$ cat config.mk
export PLATFORM = sky130hd
export DESIGN_NAME = aclink_sample_packer
export DESIGN_NICKNAME = d
export VERILOG_FILES = /design/src/rtl/aclk_pack_pkg.sv /design/src/rtl/aclk_tx_unpack.sv /design/src/rtl/aclk_rx_pack.sv /design/src/rtl/aclink_sample_packer.sv
export SDC_FILE = /design/constraint.sdc
export NUM_CORES = 1
export LEC_CHECK = 0
export BUFFER_PORTS_ARGS = -buffer_cell sky130_fd_sc_hd__buf_4
export CAP_MARGIN = 20
export CORE_MARGIN = 2
export CORE_UTILIZATION = 25
export CTS_CLUSTER_DIAMETER = 30
export DETAILED_ROUTE_END_ITERATION = 8
export GPL_TIMING_DRIVEN = 1
export HOLD_SLACK_MARGIN = 0.03
export PLACE_DENSITY = 0.57
export SETUP_SLACK_MARGIN = 0.02
export SYNTH_ARGS = -nofsm -noshare
export SYNTH_HDL_FRONTEND = slang
export SYNTH_SLANG_ARGS = --single-unit
$ cat constraint.sdc
create_clock -name clk -period 1.4 [get_ports clk]
set_input_delay 0.14 -clock clk [delete_from_list [all_inputs] [get_ports clk]]
set_output_delay 0.14 -clock clk [all_outputs]
set_load 0.005 [all_outputs]
$ cat src/rtl/aclk_pack_pkg.sv
package aclk_pack_pkg;
   typedef enum logic {
      PH_FIRST  = 1'b0,
      PH_SECOND = 1'b1
   } half_phase_t;
endpackage

$ cat src/rtl/aclk_tx_unpack.sv
module aclk_tx_unpack
   import aclk_pack_pkg::*;
#(
   parameter int SAMPLE_W = 16,
   parameter int SLOT_W   = 20
) (
   input  logic                  clk,
   input  logic                  rst_n,
   input  logic                  big_endian,
   input  logic                  en,
   input  logic                  req,
   input  logic                  fifo_empty,
   input  logic [2*SAMPLE_W-1:0] fifo_data,
   output logic                  fifo_pop,
   output logic [SLOT_W-1:0]     slot,
   output logic                  underrun
);
   localparam int WORD_W = 2 * SAMPLE_W;
   localparam int PAD_W  = SLOT_W - SAMPLE_W;

   half_phase_t         phase;
   logic [SAMPLE_W-1:0] sample_q;
   logic [SAMPLE_W-1:0] pick;
   logic                accept;
   logic                starve;
   logic                take_hi;

   assign accept   = en & req;
   assign starve   = accept & (phase == PH_FIRST) & fifo_empty;
   assign fifo_pop = accept & (phase == PH_SECOND);
   assign take_hi  = big_endian ^ (phase == PH_SECOND);
   assign pick     = take_hi ? fifo_data[WORD_W-1:SAMPLE_W] : fifo_data[SAMPLE_W-1:0];

   always_ff @(posedge clk) begin
      if (!rst_n) begin
         phase    <= PH_FIRST;
         sample_q <= '0;
         underrun <= 1'b0;
      end else if (!en) begin
         phase    <= PH_FIRST;
         sample_q <= '0;
      end else if (accept) begin
         if (starve) begin
            sample_q <= '0;
            underrun <= 1'b1;
         end else begin
            sample_q <= pick;
            phase    <= (phase == PH_FIRST) ? PH_SECOND : PH_FIRST;
         end
      end
   end

   generate
      if (PAD_W > 0) begin : g_pad
         assign slot = {sample_q, {PAD_W{1'b0}}};
      end else begin : g_nopad
         assign slot = sample_q;
      end
   endgenerate
endmodule

$ cat src/rtl/aclk_rx_pack.sv
module aclk_rx_pack
   import aclk_pack_pkg::*;
#(
   parameter int SAMPLE_W = 16,
   parameter int SLOT_W   = 20
) (
   input  logic                  clk,
   input  logic                  rst_n,
   input  logic                  big_endian,
   input  logic                  en,
   input  logic                  mic_mode,
   input  logic                  valid,
   input  logic [SLOT_W-1:0]     slot_in,
   input  logic                  fifo_full,
   output logic                  push,
   output logic [2*SAMPLE_W-1:0] word,
   output logic                  overrun
);
   localparam int WORD_W = 2 * SAMPLE_W;

   function automatic logic [WORD_W-1:0] place(input logic [SAMPLE_W-1:0] early,
                                               input logic [SAMPLE_W-1:0] late,
                                               input logic be);
      return be ? {early, late} : {late, early};
   endfunction

   half_phase_t         phase;
   logic [SAMPLE_W-1:0] held;
   logic [SAMPLE_W-1:0] sample;
   logic [WORD_W-1:0]   new_word;
   logic                accept;
   logic                complete;

   assign sample   = slot_in[SLOT_W-1 -: SAMPLE_W];
   assign accept   = en & valid;
   assign complete = accept & (mic_mode | (phase == PH_SECOND));
   assign new_word = mic_mode ? place(sample, '0, big_endian)
                              : place(held, sample, big_endian);

   always_ff @(posedge clk) begin
      if (!rst_n) begin
         phase   <= PH_FIRST;
         held    <= '0;
         push    <= 1'b0;
         word    <= '0;
         overrun <= 1'b0;
      end else begin
         push <= 1'b0;
         if (!en) begin
            phase <= PH_FIRST;
            held  <= '0;
         end else if (accept) begin
            if (complete) begin
               phase <= PH_FIRST;
               if (fifo_full) begin
                  overrun <= 1'b1;
               end else begin
                  push <= 1'b1;
                  word <= new_word;
               end
            end else begin
               held  <= sample;
               phase <= PH_SECOND;
            end
         end
      end
   end
endmodule

$ cat src/rtl/aclink_sample_packer.sv
module aclink_sample_packer #(
   parameter int SAMPLE_W = 16,
   parameter int SLOT_W   = 20
) (
   input  logic                  clk,
   input  logic                  rst_n,
   input  logic                  big_endian,
   input  logic                  tx_en,
   input  logic                  tx_req,
   input  logic                  tx_fifo_empty,
   input  logic [2*SAMPLE_W-1:0] tx_fifo_data,
   output logic                  tx_fifo_pop,
   output logic [SLOT_W-1:0]     tx_slot,
   output logic                  tx_underrun,
   input  logic                  rx_en,
   input  logic                  rx_mic_mode,
   input  logic                  rx_valid,
   input  logic [SLOT_W-1:0]     rx_slot,
   input  logic                  rx_fifo_full,
   output logic                  rx_push,
   output logic [2*SAMPLE_W-1:0] rx_word,
   output logic                  rx_overrun
);
   generate
      if (SAMPLE_W < 1) begin : g_bad_sample
         $error("SAMPLE_W must be at least 1");
      end
      if (SLOT_W < SAMPLE_W) begin : g_bad_slot
         $error("SLOT_W must not be narrower than SAMPLE_W");
      end
   endgenerate

   aclk_tx_unpack #(.SAMPLE_W(SAMPLE_W), .SLOT_W(SLOT_W)) u_tx (
      .clk        (clk),
      .rst_n      (rst_n),
      .big_endian (big_endian),
      .en         (tx_en),
      .req        (tx_req),
      .fifo_empty (tx_fifo_empty),
      .fifo_data  (tx_fifo_data),
      .fifo_pop   (tx_fifo_pop),
      .slot       (tx_slot),
      .underrun   (tx_underrun)
   );

   aclk_rx_pack #(.SAMPLE_W(SAMPLE_W), .SLOT_W(SLOT_W)) u_rx (
      .clk        (clk),
      .rst_n      (rst_n),
      .big_endian (big_endian),
      .en         (rx_en),
      .mic_mode   (rx_mic_mode),
      .valid      (rx_valid),
      .slot_in    (rx_slot),
      .fifo_full  (rx_fifo_full),
      .push       (rx_push),
      .word       (rx_word),
      .overrun    (rx_overrun)
   );
endmodule

==> summary.txt, run 1 <==
Critical Path Fanout Max -> 14
max-slew violation count -> 0
family of cells with the greatest summed delay on the critical path -> compound AO/OA/AOI/OAI gates
warning count from the yosys run -> 0
Die W -> 111 µm
gate count of the mapped netlist -> 307
I/O Buffers -> 109
Worst EP arrival -> 1.52 ns
layout cell share with drive strength beyond 1 -> 0.339
f_max -> 771 MHz
average size of a mapped cell -> 9.34 µm²
Critical path origin -> u_rx.phase
initial antenna violation count -> 0
core area -> 11300 µm²
Static Leakage -> 0.00170 µW
number of H-tree branching levels -> 3
count of boundary I/O pins -> 118
Setup crit end kind -> flip-flop
cell breakdown of the critical path -> o211a_1 -> buf_4 -> a21oi_1 -> a211oi_1
total number of vias -> 2784
number of DRC markers after the initial detailed-route iteration -> 140
clock tree from TritonCTS -> built
Final Instance Area -> 4210 µm²
Setup-failing EPs final -> 0
die extent in y -> 111 µm
count of state elements after synthesis -> 69
clock slew seen by the registers of the worst setup and hold paths -> 0.06 ns
Final min period -> 1.30 ns
# nets final -> 476
number of buffers inserted during clock tree synthesis -> 9
overall overflow remaining after global route -> 0
count of standard-cell rows -> 39
Max-Cap Viols -> 0
cell with the largest stage delay on the worst path -> dfxtp_1
share of flip-flops with an asynchronous set or reset -> 0
Post-synth top flop -> dfxtp_1
most common library cell in the layout ignoring fill and taps -> buf_4
unrepaired setup endpoints after global routing -> no
antenna cell count -> 0
TritonCTS Sinks -> 69
number of enable flip-flop cells after synthesis -> 0
Worst Hold Launch -> rst_n
DRC violation count after routing -> 0
Critical Path RT -> 1.62 ns
kind of critical path -> reg -> reg
worst hold path type -> in -> reg
post-DP HPWL -> 6.23 mm
fraction of the yosys area taken by sequential cells -> 0.482
count of fill cells added during filler insertion -> 1156
worst-margin pin slew -> 0.974 ns
Final Hold Viols -> 0
Fin Setup TNS -> 0 ns
First-pass DRT Iterations -> 4
start of the worst register-to-register path -> u_rx.phase
final worst clock skew -> 0.00892 ns
delay of the slowest cell on the worst path -> 0.39 ns
power per standard cell area -> 1130 nW/µm²
commonest non-fill, non-tap cells in the layout -> buf_4 (116), dfxtp_1 (69), a21oi_1 (50)
worst ir drop on vdd -> 0.733 mV
routability congestion estimate -> 0.800
pin count of the biggest net entering global routing -> 34
PostCTS Resize Cnt -> 0
number of distinct library cells after synthesis -> 29
overall track demand over capacity in global routing -> 0.147
clock tree buffer depth -> 2
wire per inst -> 15.7 µm
buffers plus inverters on the worst setup path -> 1
Critical Path Start Type -> flip-flop
cell area after placement -> 3930 µm²
total wire length -> 8.83 mm
headroom to the max-slew limit -> 0.348
wire length of the first global-routing pass -> 14.6 mm
root buffer selected by CTS -> clkbuf_16
worst skew pair latency -> 0.32 ns
floorplan die area -> 12300 µm²
starting utilization of the core area -> 0.253
period utilisation layout -> 0.926
number of routed nets with antenna violations -> 0
Via-to-Cell Ratio -> 4.95
layout overhead on the synthesized area -> 46.7%
result of the run -> finished, final reports clean
post-synthesis instance area -> 2870 µm²
vias in the first global route -> 2736
[timing repair]
item / 4_1_cts / 5_1_grt
hold endpoints to repair: 1 / 0
hold buffers: 1 / 0
setup endpoints to repair: 0 / 0
buffers inserted: 0 / 0
[Yosys cell counts, drive strengths merged (2+ instances only)]
master   number  area [µm²]
xnor2         2        25.0
o2bb2ai      16         140
mux2i        16         160
nor2          7        26.3
nand2        34         128
clkbuf       17        65.1
a22oi        32         240
nor3          2        10.0
dfxtp        69        1380
a21oi        50         250
a211oi       32         240
buf          14        85.1
inv           3        11.3
[tightest hold or removal path: cells and delay by family]
kind | cells | cell delay [ns]
buf+inv | 2 | 0.18
simple gates | 1 | 0.03
[power breakdown]
part	switching (µW)	internal, µW	total, µW
clock network	828	1190	2020
logic	324	338	661
registers	36.4	2020	2060
total	1190	3560	4740
[per-layer routing]
layer | share of wire | wire [µm] | global-route usage
met5 | 0 | 0 | 0
met4 | 0.0024 | 21 | 0.0420
met3 | 0.066 | 586 | 0.0366
met2 | 0.46 | 4110 | 0.239
met1 | 0.47 | 4120 | 0.193
[cell type report]
cell class	count	area (µm²)	area share
Sequential cell	69	1380	0.328
Multi-Input combinational cell	206	1340	0.319
Timing Repair Buffer	124	1020	0.243
Clock buffer	10	229	0.0544
Tap cell	143	179	0.0425
Clock inverter	6	40.0	0.00952
Inverter	4	15.0	0.00357
[registers in the layout (all words and copies together) (netlist names)]
name           flops
u_rx.held         16
u_rx.overrun       1
u_rx.phase         1
u_rx.push          1
u_rx.word         32
u_tx.phase         1
u_tx.sample_q     16
u_tx.underrun      1
[final timing paths]
kind                      end  slack [ns]  depth (start not counted)
max reg2reg     u_rx.word[19]        0.10                          4
min             u_tx.underrun        0.08                          3
min reg2reg  u_tx.sample_q[5]        0.46                          1
max             u_rx.word[19]        0.10                          4
[logic make-up (layout without fill, tap and decap cells)]
logic type	after synthesis	count (layout)	synth area share
AO/OA/AOI/OAI	134	134	0.316
buffers and inverters	35	144	0.0576
flip-flops	69	69	0.482
XOR/XNOR	3	3	0.0144
AND/OR/NAND/NOR	49	49	0.0733
multiplexers	16	16	0.0559
other	1	4	0.00131
[per-stage QoR]
step,power [µW],std cells,hold WS [ns],setup WS [ns],util
2_1_floorplan,2410,310,0.219,0.0274,-
3_3_place_gp,2760,545,0.350,0.0534,0.347
3_5_place_dp,2770,545,0.354,0.0409,0.347
4_1_cts,4820,562,0.0670,0.109,0.371
5_1_grt,4990,562,0.0822,0.0310,0.371
6_report,4740,562,0.0808,0.104,0.371
Power figures use the tool's default switching activity.
==> run 2: changes to the inputs <==
- CTS_BUF_LIST: not set -> sky130_fd_sc_hd__clkbuf_4 sky130_fd_sc_hd__clkbuf_8
==> run 2 against run 1 <==
Hold slack lost 0.026 ns. Combinational power is essentially flat. Via count shrank 0.97%. Non-clock buffer count is the same. Worst setup slack gained 0.0035 ns. Clock-buffer cell count is the same. Maximum frequency grew 0.27%. Flip-flop and latch count is the same. First-iteration DRC count grew 9.3%. Largest power group unchanged.
==> summary.txt, run 2 (same netlist as run 1, synthesis figures left out) <==
result of the run -> finished, final reports clean (unchanged)
Final min period -> 1.29 ns (was 1.30 ns)
wire length of the first global-routing pass -> 14.5 mm (was 14.6 mm)
Reg2Reg Setup Slack -> 0.11 ns (was 0.10 ns)
post-DP HPWL -> 6.23 mm (unchanged)
total wire length -> 8.85 mm (was 8.83 mm)
layout overhead on the synthesized area -> 43.3% (was 46.7%)
delay of the slowest cell on the worst path -> 0.40 ns (was 0.39 ns)
# nets final -> 476 (unchanged)
final worst clock skew -> 0.0146 ns (was 0.00892 ns)
layout cell share with drive strength beyond 1 -> 0.341 (was 0.339)
f_max -> 773 MHz (was 771 MHz)
First-pass DRT Iterations -> 5 (was 4)
Critical Path Fanout Max -> 14 (unchanged)
routability congestion estimate -> 0.800 (unchanged)
clock slew seen by the registers of the worst setup and hold paths -> 0.08 ns (was 0.06 ns)
clock tree from TritonCTS -> built (unchanged)
number of DRC markers after the initial detailed-route iteration -> 153 (was 140)
count of fill cells added during filler insertion -> 1164 (was 1156)
number of H-tree branching levels -> 3 (unchanged)
wire per inst -> 15.7 µm (about the same)
Critical Path RT -> 1.64 ns (was 1.62 ns)
overall overflow remaining after global route -> 0 (unchanged)
Via-to-Cell Ratio -> 4.91 (was 4.95)
Static Leakage -> 0.00166 µW (was 0.00170 µW)
register ranked first by flip-flop count -> u_rx.word (unchanged)
worst hold slack after final layout -> 0.0547 ns (was 0.0808 ns)
initial antenna violation count -> 0 (unchanged)
Setup-failing EPs final -> 0 (unchanged)
PostCTS Resize Cnt -> 0 (unchanged)
worst hold path type -> in -> reg (unchanged)
overall track demand over capacity in global routing -> 0.147 (about the same)
vias in the first global route -> 2746 (was 2736)
cell breakdown of the critical path -> o211a_1 -> buf_4 -> a21oi_1 -> a211oi_1 (unchanged)
most common library cell in the layout ignoring fill and taps -> buf_4 (unchanged)
Max-Cap Viols -> 0 (unchanged)
worst ir drop on vdd -> 0.365 mV (was 0.733 mV)
number of buffers inserted during clock tree synthesis -> 9 (unchanged)
max reg flops -> 32 (unchanged)
registers with the highest flip-flop counts -> u_rx.word x32, u_rx.held x16, u_tx.sample_q x16 (unchanged)
antenna cell count -> 0 (unchanged)
kind of critical path -> reg -> reg (unchanged)
floorplan die area -> 12300 µm² (unchanged)
clock tree buffer depth -> 2 (unchanged)
Setup crit end kind -> flip-flop (unchanged)
Final Hold Viols -> 0 (unchanged)
worst skew pair latency -> 0.34 ns (was 0.32 ns)
die extent in y -> 111 µm (unchanged)
Die W -> 111 µm (unchanged)
root buffer selected by CTS -> clkbuf_8 (was clkbuf_16)
worst-margin pin slew -> 0.955 ns (was 0.974 ns)
cell with the largest stage delay on the worst path -> dfxtp_1 (unchanged)
headroom to the max-slew limit -> 0.361 (was 0.348)
number of routed nets with antenna violations -> 0 (unchanged)
family of cells with the greatest summed delay on the critical path -> compound AO/OA/AOI/OAI gates (unchanged)
Worst EP arrival -> 1.53 ns (was 1.52 ns)
max-slew violation count -> 0 (unchanged)
commonest non-fill, non-tap cells in the layout -> buf_4 (116), dfxtp_1 (69), a21oi_1 (50) (unchanged)
buffers plus inverters on the worst setup path -> 1 (unchanged)
core area -> 11300 µm² (unchanged)
pin count of the biggest net entering global routing -> 34 (unchanged)
Fin Setup TNS -> 0 ns (unchanged)
DRC violation count after routing -> 0 (unchanged)
Critical Path Start Type -> flip-flop (unchanged)
count of standard-cell rows -> 39 (unchanged)
total number of vias -> 2757 (was 2784)
sequential cell area -> 1380 µm² (unchanged)
count of boundary I/O pins -> 118 (unchanged)
multi-input combinational cell area -> 1340 µm² (unchanged)
unrepaired setup endpoints after global routing -> no (unchanged)
starting utilization of the core area -> 0.253 (unchanged)
period utilisation layout -> 0.924 (was 0.926)
TritonCTS Sinks -> 69 (unchanged)
I/O Buffers -> 109 (unchanged)
power per standard cell area -> 1010 nW/µm² (was 1130 nW/µm²)
run 2: path summary, 6_finish.rpt:
check	from	end	cells after the start
worst max-delay path	u_rx.phase	u_rx.word[19]	4
worst min-delay path	rst_n	u_tx.underrun	3
worst max register to register	u_rx.phase	u_rx.word[19]	4
worst min register to register	u_tx.sample_q[12]	u_tx.sample_q[12]	1
run 2: where the power goes:
part / leakage [µW] / total, µW / internal, µW / switching, µW
registers: 0.000560 / 2060 / 2020 / 36.5
clock network: 0.0000894 / 1430 / 659 / 769
logic: 0.00101 / 660 / 337 / 322
total: 0.00166 / 4140 / 3020 / 1130
run 2: per-layer routing:
metal	vias up	global-route usage	part of all wire
met2	113	0.239	0.46
met4	0	0.0494	0.010
met3	8	0.0366	0.070
met5	-	0	0
li1	1352	-	-
met1	1284	0.191	0.46
run 2: timing repair:
item / CTS / global route
hold buffers: 1 / 0
hold endpoints to repair: 1 / 0
buffers inserted: 0 / 0
run 2: worst reg2reg max path, stage by stage (launching register included):
cell and delay, ns:
dfxtp_1 0.40, o211a_1 0.24, buf_4 0.24, a21oi_1 0.09, a211oi_1 0.23
run 2: metrics by stage:
stage          total power, µW  utilization  std cells  area [µm²]  worst slack, ns
6_report                  4140        0.363        562        4110            0.107
4_1_cts                   4220        0.363        562        4110            0.105
3_5_place_dp              2770        0.347        545        3930           0.0409
2_1_floorplan             2410            -        310        2880           0.0274
3_3_place_gp              2760        0.347        545        3930           0.0534
5_1_grt                   4360        0.363        562        4110           0.0303
run 2: layout make-up:
| class | count | area share |
|---|---|---|
| clock buffers | 10 | 0.0320 |
| clock inverters | 6 | 0.00975 |
| inverters | 4 | 0.00366 |
| multi-input cells | 206 | 0.326 |
| flip-flops and latches | 69 | 0.336 |
| well taps | 143 | 0.0436 |
| repair buffers | 124 | 0.249 |
==> run 3: changes to the inputs <==
- clock period: 1.4 -> 1.1 ns (I/O delays scaled with it)
==> run 3 against run 2 <==
The flow now finishes with violations (negative setup slack). Sequential share of layout area down 4.9 points. Flip-flop and latch count unchanged. First-iteration DRC count up 47%. Total power up 35%. Core utilization up 6.4 points. Design area up 18%. Clock power up 31%. Sequential power up 28%. Register-to-register slack worse by 0.19 ns. Worst setup slack worse by 0.19 ns. Die area unchanged. Largest cell class is now multi-input combinational cells. Largest power group unchanged. Highest routed layer unchanged.
==> summary.txt, run 3 (same netlist as run 1, synthesis figures left out) <==
headroom to the max-slew limit -> 0.596 (was 0.361)
cells on worst reg2reg path -> 4 (unchanged)
count of fill cells added during filler insertion -> 1128 (was 1164)
clock tree from TritonCTS -> built (unchanged)
violated checks -> negative setup slack
fin util -> 0.427 (was 0.363)
DRC violation count after routing -> 0 (unchanged)
clock slew seen by the registers of the worst setup and hold paths -> 0.07 ns (was 0.08 ns)
cell depth of the worst min-delay path -> 3 (unchanged)
kind of critical path -> reg -> out (was reg -> reg)
worst ir drop on vdd -> 0.471 mV (was 0.365 mV)
number of DRC markers after the initial detailed-route iteration -> 225 (was 153)
max reg flops -> 32 (unchanged)
registers with the highest flip-flop counts -> u_rx.word x32, u_rx.held x16, u_tx.sample_q x16 (unchanged)
Static Leakage -> 0.00189 µW (was 0.00166 µW)
max-slew violation count -> 0 (unchanged)
Critical Path Start Type -> flip-flop (unchanged)
starting utilization of the core area -> 0.253 (unchanged)
number of buffers inserted during clock tree synthesis -> 9 (unchanged)
Setup crit end kind -> primary output (was flip-flop)
die extent in y -> 111 µm (unchanged)
count of standard-cell rows -> 39 (unchanged)
count of boundary I/O pins -> 118 (unchanged)
First-pass DRT Iterations -> 4 (was 5)
commonest non-fill, non-tap cells in the layout -> buf_4 (121), dfxtp_1 (67), a21oi_2 (40) (was buf_4 (116), dfxtp_1 (69), a21oi_1 (50))
worst hold path type -> in -> reg (unchanged)
Setup-failing EPs final -> 64 (was 0)
Die W -> 111 µm (unchanged)
unrepaired setup endpoints after global routing -> yes (was no)
routability congestion estimate -> 0.820 (was 0.800)
Worst EP arrival -> 1.08 ns (was 1.53 ns)
Critical Path Fanout Max -> 3 (was 14)
sequential cell area -> 1390 µm² (was 1380 µm²)
I/O Buffers -> 109 (unchanged)
# nets final -> 508 (was 476)
final worst clock skew -> 0.0117 ns (was 0.0146 ns)
Final min period -> 1.19 ns
delay of the slowest cell on the worst path -> 0.39 ns (was 0.40 ns)
worst skew pair latency -> 0.35 ns (was 0.34 ns)
overall track demand over capacity in global routing -> 0.153 (was 0.147)
multi-input combinational cell area -> 1710 µm² (was 1340 µm²)
f_max -> 843 MHz
layout overhead on the synthesized area -> 68.7% (was 43.3%)
result of the run -> finished, violations left (was finished, final reports clean)
number of H-tree branching levels -> 3 (unchanged)
worst-case setup margin in the final layout -> -0.0859 ns (was 0.107 ns)
floorplan die area -> 12300 µm² (unchanged)
TritonCTS Sinks -> 69 (unchanged)
number of routed nets with antenna violations -> 0 (unchanged)
pin count of the biggest net entering global routing -> 34 (unchanged)
Final Hold Viols -> 0 (unchanged)
post-DP HPWL -> 6.59 mm (was 6.23 mm)
Via-to-Cell Ratio -> 4.95 (was 4.91)
initial antenna violation count -> 0 (unchanged)
total number of vias -> 2938 (was 2757)
Critical Path Most Common Cell -> buf_6
power per standard cell area -> 1160 nW/µm² (was 1010 nW/µm²)
register ranked first by flip-flop count -> u_rx.word (unchanged)
Critical Path RT -> 0.99 ns (was 1.64 ns)
most common library cell in the layout ignoring fill and taps -> buf_4 (unchanged)
vias in the first global route -> 2971 (was 2746)
cell with the largest stage delay on the worst path -> dfxtp_4 (was dfxtp_1)
cell breakdown of the critical path -> buf_6 -> and3_4 -> buf_6 (was o211a_1 -> buf_4 -> a21oi_1 -> a211oi_1)
core area -> 11300 µm² (unchanged)
antenna cell count -> 0 (unchanged)
pre-CTS WS -> -0.302 ns (was 0.0409 ns)
wire length of the first global-routing pass -> 15.2 mm (was 14.5 mm)
period utilisation layout -> 1.08
wire per inst -> 16.2 µm (was 15.7 µm)
clock tree buffer depth -> 2 (unchanged)
layout cell share with drive strength beyond 1 -> 0.525 (was 0.341)
Max-Cap Viols -> 0 (unchanged)
overall overflow remaining after global route -> 0 (unchanged)
root buffer selected by CTS -> clkbuf_8 (unchanged)
total wire length -> 9.65 mm (was 8.85 mm)
worst-margin pin slew -> 0.604 ns (was 0.955 ns)
-- run 3: cell count changes in the layout (fill, tap and decap cells not counted), sizes merged --
cell         before  now
dlygate4sd3       1   21
clkinv            6    5
clkinvlp          1    2
buf             123  135
-- run 3: area by class of cell --
cell class                 instances  area share
multi-input combinational        206       0.354
clock inverter                     6     0.00802
inverter                           4     0.00311
sequential                        69       0.287
tap                              143      0.0370
clock buffer                      10      0.0285
timing repair buffer             156       0.282
-- run 3: worst paths after layout --
kind / slack (ns) / endpoint / start
worst max-delay path: -0.09 / tx_fifo_pop / u_tx.phase
worst min-delay path: 0.04 / u_tx.sample_q[3] / tx_fifo_data[19]
worst max register to register: -0.08 / u_rx.held[13] / u_rx.phase
worst min register to register: 0.47 / u_tx.sample_q[3] / u_tx.sample_q[3]
-- run 3: layer usage --
metal  vias to the layer above  GRT usage  part of all wire  routed length [µm]
li1                       1412          -                 -                   -
met5                         -          0                 0                   0
met3                        10     0.0224             0.037                 356
met2                        68      0.254              0.50                4860
met4                         0     0.0782             0.018                 178
met1                      1448      0.192              0.44                4260
-- run 3: critical path: cells and delay by family (launching register included) --
| family | cells | cell delay (ns) |
|---|---|---|
| buffers and inverters | 2 | 0.19 |
| DFF | 1 | 0.39 |
| and+or+nand+nor | 1 | 0.16 |
-- run 3: through the flow --
step / hold WS, ns / cells / setup TNS [ns] / cell area, µm² / power (µW)
2_1_floorplan: 0.189 / 310 / -0.814 / 3090 / 3140
3_3_place_gp: 0.360 / 554 / -5.14 / 4180 / 3620
3_5_place_dp: 0.350 / 554 / -6.58 / 4180 / 3630
4_1_cts: 0.0302 / 593 / -2.43 / 4680 / 5590
5_1_grt: 0.0310 / 594 / -8.58 / 4830 / 5830
6_report: 0.0369 / 594 / -3.62 / 4830 / 5590
-- run 3: where the power goes --
| group | internal (µW) | leakage (µW) | switching, µW |
|---|---|---|---|
| combinational | 574 | 0.00124 | 525 |
| clock | 871 | 0.0000880 | 998 |
| sequential | 2570 | 0.000561 | 56.6 |
-- run 3: timing repair --
action                     4_1_cts  5_1_grt
setup endpoints to repair       65       67
cloned                           1        0
gates resized for setup         23       37
hold endpoints to repair        18        0
hold buffers                    21        0
buffers inserted                 1        0
pin swaps                        1       14
